<file path="config.mk">
export PLATFORM = sky130hd
export DESIGN_NAME = dqs_eye_scan
export DESIGN_NICKNAME = d
export VERILOG_FILES = /design/src/rtl/dqs_scan_pkg.sv /design/src/rtl/dqs_lane_track.sv /design/src/rtl/dqs_scan_seq.sv /design/src/rtl/dqs_eye_scan.sv
export SDC_FILE = /design/constraint.sdc
export NUM_CORES = 1
export LEC_CHECK = 0
export BUFFER_PORTS_ARGS = -buffer_cell sky130_fd_sc_hd__buf_4
export CORE_MARGIN = 5
export CORE_UTILIZATION = 57
export CTS_CLUSTER_SIZE = 10
export DETAILED_ROUTE_END_ITERATION = 7
export PLACE_DENSITY = 0.81
export SLEW_MARGIN = 20
export SYNTH_ARGS = -nofsm -noshare
export SYNTH_HDL_FRONTEND = slang
export SYNTH_SLANG_ARGS = --single-unit
</file>
<file path="constraint.sdc">
create_clock -name clk -period 3.2 [get_ports clk]
set_input_delay 0.16 -clock clk [delete_from_list [all_inputs] [get_ports clk]]
set_output_delay 0.16 -clock clk [all_outputs]
set_load 0.02 [all_outputs]
</file>
<file path="src/rtl/dqs_scan_pkg.sv">
package dqs_scan_pkg;
  localparam int DLY_W = 8;

  typedef enum logic [1:0] {PH_RD_UP, PH_RD_DN, PH_WR} scan_phase_e;
  typedef enum logic [1:0] {ST_IDLE, ST_WAIT, ST_EVAL, ST_DONE} scan_state_e;

  // eye width: span between the two edges, zero when no eye exists
  function automatic logic [DLY_W-1:0] span_of(input logic v,
                                               input logic [DLY_W-1:0] lo,
                                               input logic [DLY_W-1:0] hi);
    return v ? DLY_W'(hi - lo) : '0;
  endfunction

  // eye centre: floor of the edge mean, nominal position when no eye exists
  function automatic logic [DLY_W-1:0] mid_of(input logic v,
                                              input logic [DLY_W-1:0] lo,
                                              input logic [DLY_W-1:0] hi,
                                              input logic [DLY_W-1:0] dflt);
    logic [DLY_W:0] sum;
    sum = {1'b0, lo} + {1'b0, hi};
    return v ? sum[DLY_W:1] : dflt;
  endfunction
endpackage

</file>
<file path="src/rtl/dqs_lane_track.sv">
module dqs_lane_track
  import dqs_scan_pkg::*;
#(
  parameter int DEF = 64
) (
  input  logic             clk,
  input  logic             rst_n,
  input  logic             clr,
  input  logic             rearm,
  input  logic             upd,
  input  scan_phase_e      phase,
  input  logic [DLY_W-1:0] d,
  input  logic             p,
  output logic             valid,
  output logic             alive,
  output logic [DLY_W-1:0] lo,
  output logic [DLY_W-1:0] hi
);
  localparam logic [DLY_W-1:0] DEF_B = DLY_W'(DEF);

  logic run;  // write scan: unbroken passing run below the nominal point

  always_ff @(posedge clk) begin
    if (!rst_n || clr) begin
      valid <= 1'b0;
      alive <= 1'b0;
      run   <= 1'b0;
      lo    <= DEF_B;
      hi    <= DEF_B;
    end else if (rearm) begin
      alive <= valid;
    end else if (upd) begin
      case (phase)
        PH_RD_UP: begin
          if (d == DEF_B) begin
            valid <= p;
            alive <= p;
          end else if (alive) begin
            if (p) hi <= d;
            else   alive <= 1'b0;
          end
        end
        PH_RD_DN: begin
          if (alive) begin
            if (p) lo <= d;
            else   alive <= 1'b0;
          end
        end
        default: begin
          if (d < DEF_B) begin
            if (p) begin
              if (!run) lo <= d;
              run <= 1'b1;
            end else begin
              run <= 1'b0;
            end
          end else if (d == DEF_B) begin
            valid <= p;
            alive <= p;
            if (p && !run) lo <= d;
          end else if (alive) begin
            if (p) hi <= d;
            else   alive <= 1'b0;
          end
        end
      endcase
    end
  end

  assert_eye_spans_default_R6: assert property (@(posedge clk) disable iff (!rst_n)
    valid |-> (lo <= DEF_B && hi >= DEF_B));
endmodule

</file>
<file path="src/rtl/dqs_scan_seq.sv">
module dqs_scan_seq
  import dqs_scan_pkg::*;
#(
  parameter int LANES  = 4,
  parameter int DEF    = 64,
  parameter int STEP   = 4,
  parameter int WR_MIN = 16,
  parameter int WR_MAX = 112
) (
  input  logic             clk,
  input  logic             rst_n,
  input  logic             start,
  input  logic             scan_write,
  input  logic             centre_en,
  input  logic             test_done,
  input  logic [LANES-1:0] lane_alive,
  input  logic [LANES-1:0] lane_valid,
  output logic [DLY_W-1:0] scan_d,
  output scan_phase_e      phase,
  output logic             busy,
  output logic             done,
  output logic             test_req,
  output logic             upd,
  output logic             rearm,
  output logic             launch,
  output logic             finish,
  output logic             mode_q,
  output logic             centre_q
);
  localparam int               UP_LAST  = (1 << DLY_W) - 1 - STEP;
  localparam int               WR_LAST  = WR_MAX - STEP;
  localparam logic [DLY_W-1:0] STEP_B   = DLY_W'(STEP);
  localparam logic [DLY_W-1:0] DEF_B    = DLY_W'(DEF);
  localparam logic [DLY_W-1:0] DN_START = DLY_W'(DEF - STEP);
  localparam logic [DLY_W-1:0] WMIN_B   = DLY_W'(WR_MIN);

  scan_state_e state;
  logic go_down, end_scan;

  assign busy     = (state == ST_WAIT) || (state == ST_EVAL);
  assign done     = (state == ST_DONE);
  assign test_req = (state == ST_WAIT);
  assign upd      = test_req && test_done;
  assign launch   = (state == ST_IDLE) && start;
  assign rearm    = go_down;
  assign finish   = end_scan;

  always_comb begin
    go_down  = 1'b0;
    end_scan = 1'b0;
    if (state == ST_EVAL) begin
      case (phase)
        PH_RD_UP: begin
          if (lane_alive == '0 || int'(scan_d) > UP_LAST) begin
            if (|lane_valid) go_down  = 1'b1;
            else             end_scan = 1'b1;
          end
        end
        PH_RD_DN: begin
          if (lane_alive == '0 || int'(scan_d) < STEP) end_scan = 1'b1;
        end
        default: begin
          if (int'(scan_d) > WR_LAST) end_scan = 1'b1;
        end
      endcase
    end
  end

  always_ff @(posedge clk) begin
    if (!rst_n) begin
      state    <= ST_IDLE;
      phase    <= PH_RD_UP;
      scan_d   <= DEF_B;
      mode_q   <= 1'b0;
      centre_q <= 1'b0;
    end else begin
      case (state)
        ST_IDLE: begin
          if (start) begin
            mode_q   <= scan_write;
            centre_q <= centre_en;
            phase    <= scan_write ? PH_WR : PH_RD_UP;
            scan_d   <= scan_write ? WMIN_B : DEF_B;
            state    <= ST_WAIT;
          end
        end
        ST_WAIT: if (test_done) state <= ST_EVAL;
        ST_EVAL: begin
          if (end_scan) begin
            state <= ST_DONE;
          end else if (go_down) begin
            phase  <= PH_RD_DN;
            scan_d <= DN_START;
            state  <= ST_WAIT;
          end else begin
            scan_d <= (phase == PH_RD_DN) ? scan_d - STEP_B : scan_d + STEP_B;
            state  <= ST_WAIT;
          end
        end
        default: state <= ST_IDLE;
      endcase
    end
  end

  assert_req_held_R2: assert property (@(posedge clk) disable iff (!rst_n)
    (test_req && !test_done) |=> test_req);
  assert_dly_steady_R2: assert property (@(posedge clk) disable iff (!rst_n)
    (test_req && !test_done) |=> $stable(scan_d));
  assert_write_window_R5: assert property (@(posedge clk) disable iff (!rst_n)
    (busy && phase == PH_WR) |-> (int'(scan_d) >= WR_MIN && int'(scan_d) <= WR_MAX));
  assert_down_below_default_R4: assert property (@(posedge clk) disable iff (!rst_n)
    (busy && phase == PH_RD_DN) |-> (scan_d < DEF_B));
  assert_done_single_R9: assert property (@(posedge clk) disable iff (!rst_n)
    done |=> !done);
endmodule

</file>
<file path="src/rtl/dqs_eye_scan.sv">
module dqs_eye_scan
  import dqs_scan_pkg::*;
#(
  parameter int LANES  = 4,
  parameter int DEF    = 64,
  parameter int STEP   = 4,
  parameter int WR_MIN = 16,
  parameter int WR_MAX = 112
) (
  input  logic                   clk,
  input  logic                   rst_n,
  input  logic                   start,
  input  logic                   scan_write,
  input  logic                   centre_en,
  input  logic [LANES*DLY_W-1:0] orig_dly,
  input  logic                   test_done,
  input  logic [LANES-1:0]       test_pass,
  output logic                   test_req,
  output logic [LANES*DLY_W-1:0] dly_out,
  output logic                   busy,
  output logic                   done,
  output logic [LANES*DLY_W-1:0] eye_width,
  output logic [LANES*DLY_W-1:0] eye_centre
);
  localparam logic [DLY_W-1:0] DEF_B = DLY_W'(DEF);

  logic [DLY_W-1:0] scan_d;
  scan_phase_e      phase;
  logic             upd, rearm, launch, finish, mode_q, centre_q;
  logic [LANES-1:0] lane_alive, lane_valid;
  logic [LANES*DLY_W-1:0] orig_q, applied;

  dqs_scan_seq #(
    .LANES(LANES), .DEF(DEF), .STEP(STEP), .WR_MIN(WR_MIN), .WR_MAX(WR_MAX)
  ) u_seq (
    .clk(clk), .rst_n(rst_n), .start(start), .scan_write(scan_write),
    .centre_en(centre_en), .test_done(test_done), .lane_alive(lane_alive),
    .lane_valid(lane_valid), .scan_d(scan_d), .phase(phase), .busy(busy),
    .done(done), .test_req(test_req), .upd(upd), .rearm(rearm),
    .launch(launch), .finish(finish), .mode_q(mode_q), .centre_q(centre_q)
  );

  for (genvar l = 0; l < LANES; l++) begin : g_lane
    logic [DLY_W-1:0] lo, hi, span, mid;

    dqs_lane_track #(.DEF(DEF)) u_track (
      .clk(clk), .rst_n(rst_n), .clr(launch), .rearm(rearm), .upd(upd),
      .phase(phase), .d(scan_d), .p(test_pass[l]), .valid(lane_valid[l]),
      .alive(lane_alive[l]), .lo(lo), .hi(hi)
    );

    assign span = span_of(lane_valid[l], lo, hi);
    assign mid  = mid_of(lane_valid[l], lo, hi, DEF_B);
    assign eye_width[l*DLY_W +: DLY_W]  = span;
    assign eye_centre[l*DLY_W +: DLY_W] = mid;

    always_ff @(posedge clk) begin
      if (!rst_n) begin
        orig_q[l*DLY_W +: DLY_W]  <= DEF_B;
        applied[l*DLY_W +: DLY_W] <= DEF_B;
      end else begin
        if (launch) orig_q[l*DLY_W +: DLY_W] <= orig_dly[l*DLY_W +: DLY_W];
        if (finish)
          applied[l*DLY_W +: DLY_W] <= (mode_q && centre_q && lane_valid[l])
                                       ? mid : orig_q[l*DLY_W +: DLY_W];
      end
    end

    assign dly_out[l*DLY_W +: DLY_W] = busy ? scan_d : applied[l*DLY_W +: DLY_W];

    assert_centre_applied_R8: assert property (@(posedge clk) disable iff (!rst_n)
      (done && mode_q && centre_q && lane_valid[l]) |-> (dly_out[l*DLY_W +: DLY_W] == mid));
  end

  assert_restore_original_R7: assert property (@(posedge clk) disable iff (!rst_n)
    (done && !(mode_q && centre_q)) |-> (dly_out == orig_q));
endmodule

</file>
==> results of run 1 <==
==> area by class of cell <==
cell class / count / area share, %
Multi-Input combinational cell: 758 / 50.0
Sequential cell: 136 / 27.1
Timing Repair Buffer: 161 / 12.5
Clock buffer: 19 / 4.41
Inverter: 64 / 2.39
Tap cell: 184 / 2.29
Clock inverter: 13 / 1.22
==> per-stage QoR <==
| stage | power, uW | utilization, % | hold slack [ps] | worst slack (ps) |
|---|---|---|---|---|
| after floorplan | 3130 | - | 284 | 982 |
| after CTS | 5610 | 69.8 | 0.472 | 398 |
| after detailed placement | 3750 | 65.0 | 385 | 426 |
| final | 5620 | 69.8 | 5.12 | 357 |
| after global placement | 3720 | 65.0 | 385 | 486 |
| after global routing | 5870 | 69.8 | 14.7 | 214 |
==> repair_timing <==
item | in CTS | in global routing
setup endpoints to repair | 0 | 0
hold buffers | 13 | 0
buffers inserted | 0 | 0
endpoints found under the hold margin | 13 | 0
==> report_power, final <==
group | internal, uW | leakage (uW) | switching (uW) | total [uW]
combinational | 607 | 0.00309 | 1140 | 1750
sequential | 1880 | 0.00110 | 136 | 2010
clock | 1090 | 0.000266 | 765 | 1860
total | 3580 | 0.00446 | 2040 | 5620
==> final timing paths <==
| check | end | slack, ps | cells after the start |
|---|---|---|---|
| min reg2reg | applied[8]$_SDFFE_PN0P_ | 450 | 2 |
| min | orig_q[8]$_SDFFE_PN0P_ | 5 | 3 |
| max reg2reg | applied[26]$_SDFFE_PN0P_ | 380 | 8 |
| max | eye_centre[31] | 360 | 8 |
==> per-layer routing <==
layer | vias to the layer above | track usage (%) | part of all wire [%]
met5 | - | 0 | 0
met4 | 0 | 9.56 | 2.8
met3 | 45 | 4.63 | 8.1
met2 | 305 | 44.8 | 48
met1 | 3499 | 33.9 | 41
li1 | 3668 | - | -
==> state kept, by name, summed over array words and instances (netlist names) <==
signal / cells
applied: 32
orig_q: 32
g_lane.u_track.hi: 24
g_lane.u_track.lo: 24
u_seq.scan_d: 6
g_lane.u_track.alive: 4
g_lane.u_track.run: 4
g_lane.u_track.valid: 4
u_seq.phase: 2
u_seq.state: 2
u_seq.centre_q: 1
u_seq.mode_q: 1
==> cell families (layout without fill, tap and decap cells) <==
| family | count (synthesis) | after routing | synth area share, % |
|---|---|---|---|
| compound gates | 234 | 234 | 19.2 |
| fa+ha+maj | 67 | 67 | 10.9 |
| other cells | 2 | 20 | 0.0909 |
| flops | 136 | 136 | 33.0 |
| xor+xnor | 30 | 30 | 3.18 |
| buf+inv | 140 | 257 | 7.05 |
| simple gates | 360 | 360 | 21.0 |
| mux | 47 | 47 | 5.70 |
==> worst max-delay path, stage by stage, from the launching register on <==
cell      delay (ps)
dfxtp_1          360
inv_1             60
ha_1             410
inv_1             70
a21oi_1          230
o31ai_1          130
a221oi_1         710
nor2b_1          110
buf_4            190
==> layout by cell type (no fill, tap or decap), types with 8 or more instances in the layout <==
master         count
o211ai_1           9
o21bai_1           9
buf_4            147
nand2b_1          22
dfxtp_1          136
nand2_1          145
o21ai_1            9
a21oi_1           42
a221oi_1           8
inv_1             64
conb_1            20
clkbuf_16         17
nor3b_1           10
fa_1               8
xor2_1            11
mux2i_1           47
nor2b_1           40
ha_1              59
nand3_1           32
xnor2_1           19
a21boi_1           8
o31ai_1           10
o21a_1            12
a21boi_0          34
o21ai_0           51
dlygate4sd3_1     13
nor2_1            60
and2_1            29
==> flow_metrics.py, run 1 <==
metrics = {
    "outcome": {
        "status": "finished, final reports clean",
    },
    "detailed_routing": {
        "wire_per_inst_um": 17.0,
        "drt_iter0_markers": 768,
        "vias": 7517,
        "totalWireLength_um": 22700,
        "viasPerCell": 5.63,
        "ant_nets": 0,
        "drtPass1Iterations": 6,
        "drcViolationCount": 0,
    },
    "global_route": {
        "antenna_found_initial": 0,
        "grt_pass1_vias": 7045,
        "grt_usage_pct": 26.4,
        "grt_max_degree": 56,
        "grt_first_pass_wirelength_um": 35300,
        "grt_remaining_overflow": 0,
    },
    "cells_and_area": {
        "seqCellArea_sq_um": 2720,
        "area_growth_pct": 21.5,
        "fin_cells": 1335,
        "fill_cells": 1170,
        "fin_area_sq_um": 10000,
        "final_nets": 1247,
        "multiInputGateArea_sq_um": 5020,
        "n_antenna_cell": 0,
        "drive_gt1_share_pct": 15.8,
    },
    "timing": {
        "fin_tns_setup_ps": 0,
        "slew_headroom_pct": 35.5,
        "drv_slew": 0,
        "fmax_mhz": 352,
        "rsz0062_at_grt": "false",
        "fin_crit_sh_pct": 88.8,
        "fin_crit_ps": 2840,
        "setup-violations-final": 0,
        "worst_pin_slew_ps": 967,
        "hold_viol_final": 0,
        "clock_skew_ps": 9.96,
    },
    "power_and_ir_drop": {
        "power_density_nw_per_um2": 560,
        "ir_drop_mv": 0.450,
        "power.leakage_uw": 0.00446,
    },
    "cts": {
        "cts_tree": "done",
        "post_cts_resize_count": 0,
        "cts_sinks": 136,
        "clockBufferDepth": 2,
        "cts_inserted_buffers": 17,
        "htree_num_levels": 4,
        "clk_pin_slew_worst_paths_ps": 60,
        "clk_latency_ps": 420,
        "clockRootBuffer": "clkbuf_16",
    },
    "placed_design": {
        "gp_congestion": 0.883,
        "port_buffers": 128,
        "hpwlAfterDp_um": 16500,
        "dp.cells": 1290,
        "dpl-instance-area_sq_um": 9340,
    },
    "die": {
        "chipWidth_um": 130,
        "core_area_sq_um": 14400,
        "initial_core_util_pct": 57.5,
        "io_pins": 141,
        "die_height_um": 130,
        "row_count": 44,
        "die_area_sq_um": 17000,
    },
    "setup_path": {
        "startpoint": "g_lane[3].u_track.lo[3]$_SDFFE_PP0P_",
        "worstPathMaxFanout": 7,
        "worst-setup-path-type": "flop to primary output",
        "start_kind": "flop",
        "crit_path_end_kind": "primary output",
        "rr_startpoint": "u_seq.scan_d[3]$_SDFFE_PN0P_",
        "arrival_ps": 2680,
        "worstPathRequired_ps": 3040,
    },
    "synthesis": {
        "async_reset_ff_share_pct": 0,
        "synth_top_area_share_pct": 33.0,
        "seq_area_frac_synth_pct": 33.0,
        "synth_warnings": 0,
        "ys_ff_latch": 136,
        "synth_edf_count": 0,
        "syn_avg_cell_area_sq_um": 8.13,
        "synth_common_cells": "nand2_1 (145), dfxtp_1 (136), inv_1 (64), nor2_1 (60), ha_1 (59)",
        "yosysTopAreaCell": "dfxtp_1",
        "netlist_area_sq_um": 8260,
        "synth_flop_cell": "dfxtp_1",
        "synth.distinct_cells": 56,
        "synth_most_common_cell": "nand2_1",
        "synth_cells": 1016,
        "synth.area.top_cells": "dfxtp_1 (33%), ha_1 (8.9%), nand2_1 (6.6%)",
    },
    "flow_run": {
        "max-cap-violations": 0,
    },
    "worst_hold_path": {
        "hp-class": "primary input to flop",
        "hold_start": "orig_dly[8]",
    },
}
No activity file was read; power rests on OpenSTA's default activity.
==> inputs of run 2 (changes only) <==
--- a/config.mk
+++ b/config.mk
@@ -5,12 +5,14 @@
 export SDC_FILE = /design/constraint.sdc
 export NUM_CORES = 1
 export LEC_CHECK = 0
+export ABC_AREA = 1
 export BUFFER_PORTS_ARGS = -buffer_cell sky130_fd_sc_hd__buf_4
 export CORE_MARGIN = 5
 export CORE_UTILIZATION = 57
 export CTS_CLUSTER_SIZE = 10
 export DETAILED_ROUTE_END_ITERATION = 7
 export PLACE_DENSITY = 0.81
+export REMOVE_ABC_BUFFERS = 1
 export SLEW_MARGIN = 20
 export SYNTH_ARGS = -nofsm -noshare
 export SYNTH_HDL_FRONTEND = slang
==> run 2 against run 1 <==
Core utilization grew 0.64 points. Critical path depth shrank 3. Clock power grew 8%. Die area rose by 0.89%. Critical endpoint is now dly_out[18]. Largest power group is now combinational cells.
==> flow_metrics.py, run 2 <==
metrics = {
    "setup_path": {
        "startpoint": "u_seq.state[0]$_SDFFE_PN0P_",
        "arrival_ps": 2410,
        "worstPathRequired_ps": 3040,
        "critPathMaxStageDelay_ps": 770,
        "start_kind": "flop",
        "worst-setup-path-type": "flop to primary output",
        "crit_chain": "inv_1, ha_1, nand2_1, o21ai_0, buf_4",
        "slowest_stage": "ha_1",
        "crit_path_end_kind": "primary output",
        "rr_startpoint": "u_seq.scan_d[3]$_SDFFE_PN0P_",
        "worstPathMaxFanout": 20,
    },
    "cells_and_area": {
        "area_growth_pct": 21.9,
        "largestRegisters": "applied x32, orig_q x32",
        "n_antenna_cell": 0,
        "final_nets": 1491,
        "final_cell_mix": "nand2_1 (216), a21oi_1 (170), o21ai_0 (169)",
        "mostFrequentLayoutCell": "nand2_1",
        "final_core_util_pct": 70.5,
        "drive_gt1_share_pct": 14.3,
    },
    "timing": {
        "setup-violations-final": 0,
        "fin_tns_setup_ps": 0,
        "slew_headroom_pct": 52.2,
        "fin_crit_ps": 2570,
        "fin_crit_sh_pct": 80.3,
        "finalWorstSetupSlack_ps": 630,
        "rsz0062_at_grt": "false",
        "clock_skew_ps": 9.41,
        "fmax_mhz": 389,
        "drv_slew": 0,
        "worst_pin_slew_ps": 717,
        "hold_viol_final": 0,
    },
    "detailed_routing": {
        "ant_nets": 0,
        "totalWireLength_um": 24000,
        "viasPerCell": 5.46,
        "wire_per_inst_um": 15.2,
        "drt_iter0_markers": 802,
        "vias": 8619,
        "drtPass1Iterations": 5,
        "drcViolationCount": 0,
    },
    "outcome": {
        "status": "finished, final reports clean",
    },
    "worst_hold_path": {
        "hp-class": "primary input to flop",
        "hold_start": "orig_dly[9]",
    },
    "die": {
        "core_area_sq_um": 14400,
        "initial_core_util_pct": 57.8,
        "die_height_um": 131,
        "die_area_sq_um": 17100,
        "io_pins": 141,
        "row_count": 44,
        "chipWidth_um": 131,
    },
    "synthesis": {
        "synth_edf_count": 0,
        "synth_top_area_share_pct": 32.7,
        "ys_ff_latch": 136,
        "synth_flop_cell": "dfxtp_1",
        "synth.area.top_cells": "dfxtp_1 (33%), a21oi_1 (10%), o21ai_0 (10%)",
        "synth_cells": 1251,
        "yosysTopAreaCell": "dfxtp_1",
        "async_reset_ff_share_pct": 0,
        "syn_avg_cell_area_sq_um": 6.67,
        "synth.distinct_cells": 35,
        "synth_common_cells": "nand2_1 (216), a21oi_1 (170), o21ai_0 (169), inv_1 (150), nor2_1 (141)",
        "synth_warnings": 0,
        "synth_most_common_cell": "nand2_1",
        "seq_area_frac_synth_pct": 32.7,
        "netlist_area_sq_um": 8340,
    },
    "cts": {
        "clockBufferDepth": 2,
        "cts_inserted_buffers": 17,
        "clk_pin_slew_worst_paths_ps": 60,
        "holdBufCountCts": 23,
        "htree_num_levels": 4,
        "clockRootBuffer": "clkbuf_16",
        "clk_latency_ps": 430,
        "cts_tree": "done",
        "cts_setup_buffers": 0,
        "post_cts_resize_count": 0,
        "cts_sinks": 136,
    },
    "global_route": {
        "grt_pass1_vias": 7909,
        "antenna_found_initial": 0,
        "grt_first_pass_wirelength_um": 38500,
        "grt_usage_pct": 28.1,
        "grt_remaining_overflow": 0,
        "grt_max_degree": 65,
    },
    "power_and_ir_drop": {
        "power.leakage_uw": 0.00477,
        "pwr-share-seq_pct": 31.9,
        "internal_power_uw": 4080,
        "clock_power_share_pct": 28.8,
        "p_comb_share_pct": 39.3,
        "power_switching_uw": 2880,
        "switching_share_pct": 41.4,
        "power_density_nw_per_um2": 685,
        "ir_drop_mv": 0.488,
    },
    "placed_design": {
        "hpwlAfterDp_um": 17400,
        "port_buffers": 128,
        "gp_congestion": 0.941,
        "post-place-ws_ps": 734,
    },
    "flow_run": {
        "max-cap-violations": 0,
    },
}
==> run 2: changes by cell type after synthesis, sizes merged, moves of 12 or more <==
cell | previous run | this run
nor2b | 40 | 0
inv | 64 | 155
nand2b | 22 | 0
nor2 | 60 | 149
a21oi | 42 | 170
a21boi | 42 | 0
mux2i | 47 | 0
o21a | 12 | 0
nand2 | 145 | 224
o21ai | 60 | 176
xnor2 | 19 | 0
clkbuf | 52 | 38
nand3 | 32 | 69
and2 | 29 | 0
==> run 2: cells by family (layout without fill, tap and decap cells) <==
kind of cell    after synthesis  after routing  synth area share, %
flops                       136            136                 32.7
fa+ha+maj                    67             67                 10.8
other cells                   2             20               0.0901
xor+xnor                      1              1                0.105
compound gates              358            358                 21.9
buf+inv                     226            352                 11.3
simple gates                461            461                 23.2
==> run 2: per-stage QoR <==
stage | hold slack (ps) | instance area, sq um | total power [uW] | instances
finish | 10.6 | 10200 | 6960 | 1579
global route | 26.6 | 10200 | 7380 | 1579
CTS | 6.04 | 10200 | 6940 | 1579
detailed placement | 393 | 9330 | 4910 | 1524
global placement | 390 | 9330 | 4870 | 1524
floorplan | 244 | 8050 | 3910 | 1200
==> run 2: worst max-delay path, delay by kind of cell (launching register included) <==
family                     cells  cell delay, ps
adders and majority gates      1             770
buffers and inverters          2             300
DFF                            1             380
AOI/OAI and AO/OA              1             200
and+or+nand+nor                1             330
==> run 2: area by class of cell <==
| class | count | area, sq um |
|---|---|---|
| Multi-Input combinational cell | 907 | 4740 |
| Fill cell | 1282 | 4260 |
| Sequential cell | 136 | 2720 |
| Timing Repair Buffer | 163 | 1280 |
| Inverter | 157 | 589 |
| Clock buffer | 17 | 425 |
| Tap cell | 184 | 230 |
| Clock inverter | 15 | 176 |
==> run 2: final timing paths <==
check | end | cells past startpoint | slack, ps
hold reg to reg | applied[26]$_SDFFE_PN0P_ | 2 | 450
setup reg to reg | applied[13]$_SDFFE_PN0P_ | 9 | 680
setup / recovery | dly_out[18] | 5 | 630
hold / removal | orig_q[9]$_SDFFE_PN0P_ | 3 | 10
==> run 2: power by group through the flow <==
stage / Sequential, uW / Clock (uW) / Combinational, uW
after detailed placement: 2250 / 0 / 2660
after floorplan: 2190 / 0 / 1720
after CTS: 2220 / 2020 / 2700
after global placement: 2240 / 0 / 2620
final: 2220 / 2010 / 2740
after global routing: 2250 / 2110 / 3010
==> run 2: layer usage <==
metal	global-route usage [%]	routed length, um	vias to the layer above
met1	36.8	10300	3936
met5	0	0	-
met2	46.3	11300	323
met4	11.1	760	0
li1	-	-	4313
met3	4.88	1670	47
==> inputs of run 3 (changes only) <==
--- a/config.mk
+++ b/config.mk
@@ -8,10 +8,10 @@
 export ABC_AREA = 1
 export BUFFER_PORTS_ARGS = -buffer_cell sky130_fd_sc_hd__buf_4
 export CORE_MARGIN = 5
-export CORE_UTILIZATION = 57
+export CORE_UTILIZATION = 52
 export CTS_CLUSTER_SIZE = 10
 export DETAILED_ROUTE_END_ITERATION = 7
-export PLACE_DENSITY = 0.81
+export PLACE_DENSITY = 0.78
 export REMOVE_ABC_BUFFERS = 1
 export SLEW_MARGIN = 20
 export SYNTH_ARGS = -nofsm -noshare
==> constraint.sdc (replaced) <==
create_clock -name clk -period 2.3 [get_ports clk]
set_input_delay 0.115 -clock clk [delete_from_list [all_inputs] [get_ports clk]]
set_output_delay 0.115 -clock clk [all_outputs]
set_load 0.02 [all_outputs]
==> run 3 against run 2 <==
Non-clock buffer count rose by 38. Die area rose by 8.9%. Clock-buffer cell count is 1 higher. Final area increased by 5.6%. First-iteration DRC count fell by 13%. Global-route usage is 0.33 points lower. Combinational power grew 51%. Worst setup slack worse by 580 ps. Clock skew is 0.78 ps lower. Final cell count rose by 4.4%. Highest routed layer unchanged. Register-to-register slack worse by 460 ps. Critical path depth is 3 higher. Largest power group unchanged.
==> flow_metrics.py, run 3 (same netlist as run 2, synthesis figures left out) <==
metrics = {
    "timing": {
        "fin_crit_ps": 2250,
        "setup-violations-final": 0,
        "hold-worst-slack_ps": 5.16,
        "fmax_mhz": 444,
        "slew_headroom_pct": 61.0,
        "hold_viol_final": 0,
        "fin_tns_setup_ps": 0,
        "worst_pin_slew_ps": 585,
        "clock_skew_ps": 8.62,
        "drv_slew": 0,
        "fin_crit_sh_pct": 98.0,
    },
    "detailed_routing": {
        "drt_iter0_markers": 700,
        "drcViolationCount": 0,
        "wire_per_inst_um": 15.9,
        "ant_nets": 0,
        "drtPass1Iterations": 5,
        "viasPerCell": 5.40,
        "totalWireLength_um": 26300,
        "vias": 8895,
    },
    "cells_and_area": {
        "final_nets": 1529,
        "largestRegisters": "applied x32, orig_q x32",
        "final_cell_mix": "nand2_1 (213), o21ai_0 (167), buf_4 (167)",
        "drive_gt1_share_pct": 19.4,
        "final_core_util_pct": 67.8,
        "mostFrequentLayoutCell": "nand2_1",
        "fin_cells": 1648,
        "n_antenna_cell": 0,
        "area_growth_pct": 28.7,
    },
    "setup_path": {
        "worstPathRequired_ps": 2180,
        "reg2regPathDepth": 9,
        "start_kind": "flop",
        "crit_path_frequent_cell": "inv_1",
        "rr_startpoint": "u_seq.state[1]$_SDFFE_PN0P_",
        "r2r_setup_slack_ps": 220,
        "slowest_stage": "dfxtp_1",
        "worstPathMaxFanout": 6,
        "crit_chain": "inv_1, ha_2, inv_1, nand2_1, o21ai_0, a21oi_1, nor2_1, buf_4",
        "arrival_ps": 2140,
        "regToRegEndpoint": "g_lane[0].u_track.lo[2]$_SDFFE_PP0P_",
        "worst-setup-path-type": "flop to primary output",
        "critPathMaxStageDelay_ps": 360,
        "crit_path_end_kind": "primary output",
    },
    "cts": {
        "clockBufferDepth": 2,
        "cts_tree": "done",
        "cts_inserted_buffers": 17,
        "clk_latency_ps": 430,
        "cts_setup_buffers": 0,
        "clk_pin_slew_worst_paths_ps": 60,
        "cts_sinks": 136,
        "clockRootBuffer": "clkbuf_16",
        "htree_num_levels": 4,
    },
    "global_route": {
        "grt_first_pass_wirelength_um": 41300,
        "grt_pass1_vias": 8300,
        "grt_remaining_overflow": 0,
        "antenna_found_initial": 0,
        "grt_max_degree": 65,
        "grt_usage_pct": 27.8,
    },
    "outcome": {
        "status": "finished, final reports clean",
    },
    "placed_design": {
        "gp_congestion": 0.929,
        "port_buffers": 128,
        "hpwlAfterDp_um": 18300,
        "dp.cells": 1583,
    },
    "power_and_ir_drop": {
        "power.leakage_uw": 0.00496,
        "p_total_uw": 9940,
        "power_density_nw_per_um2": 927,
        "ir_drop_mv": 0.654,
    },
    "die": {
        "core_area_sq_um": 15800,
        "initial_core_util_pct": 52.7,
        "die_area_sq_um": 18700,
        "io_pins": 141,
        "row_count": 46,
        "chipWidth_um": 137,
        "die_height_um": 137,
    },
    "worst_hold_path": {
        "hp-class": "primary input to flop",
        "hold_end": "orig_q[27]$_SDFFE_PN0P_",
        "hold_start": "orig_dly[27]",
        "hold_depth": 3,
    },
    "flow_run": {
        "max-cap-violations": 0,
    },
}
[run 3: cell count changes in the layout (fill, tap and decap cells not counted), sizes merged]
cell and delta:
clkinvlp -2, inv -11, buf +27, clkinv +10
clkbuf +1, bufinv +1, dlygate4sd3 +11
[run 3: through the flow]
| step | instance area [sq um] | worst slack (ps) |
|---|---|---|
| after global routing | 10700 | -36.8 |
| final | 10700 | 45.4 |
| after global placement | 9580 | 338 |
| after detailed placement | 9580 | 270 |
| after CTS | 10500 | 7.98 |
| after floorplan | 8050 | -1050 |
[run 3: timing repair]
item	CTS	global route
endpoints found under the hold margin	35	0
hold buffers	34	0
setup endpoints to repair	36	47
resized for setup	8	52
[run 3: area by class of cell]
type	instances	area (sq um)
fill	1414	5100
multi-input combinational	907	4950
sequential	136	2730
timing repair buffer	201	1590
inverter	157	589
clock buffer	18	439
tap	216	270
clock inverter	13	155
[run 3: how the worst max path moves through the flow]
stage,from,to,slack [ps],depth (start not counted)
floorplan,u_seq.state[0]$_SDFFE_PN0P_,g_lane[2].u_track.hi[6]$_SDFFE_PP1P_,-1050,8
global placement,u_seq.state[0]$_SDFFE_PN0P_,dly_out[30],340,5
detailed placement,u_seq.state[0]$_SDFFE_PN0P_,dly_out[30],270,5
CTS,g_lane[0].u_track.lo[2]$_SDFFE_PP0P_,eye_centre[4],8,8
global route,u_seq.state[1]$_SDFFE_PN0P_,g_lane[0].u_track.lo[2]$_SDFFE_PP0P_,-40,9
finish,g_lane[2].u_track.lo[6]$_SDFFE_PP1P_,eye_centre[23],50,8
[run 3: layer usage]
metal	GRT usage, %	part of all wire (%)
met5	0	0
met3	5.63	7.2
met4	12.2	3.6
met1	35.0	42
met2	46.1	47
[run 3: critical path: cells and delay by family, from the launching register on]
family	cells	cell delay [ps]
and+or+nand+nor	2	390
DFF	1	360
adders and majority gates	1	330
AOI/OAI and AO/OA	2	210
buffers and inverters	3	420
[run 3: report_power, final]
| part | switching, uW | leakage, uW | internal [uW] | total [uW] |
|---|---|---|---|---|
| Sequential | 235 | 0.00111 | 2800 | 3030 |
| Clock | 1050 | 0.000299 | 1720 | 2770 |
| Combinational | 2730 | 0.00355 | 1410 | 4140 |
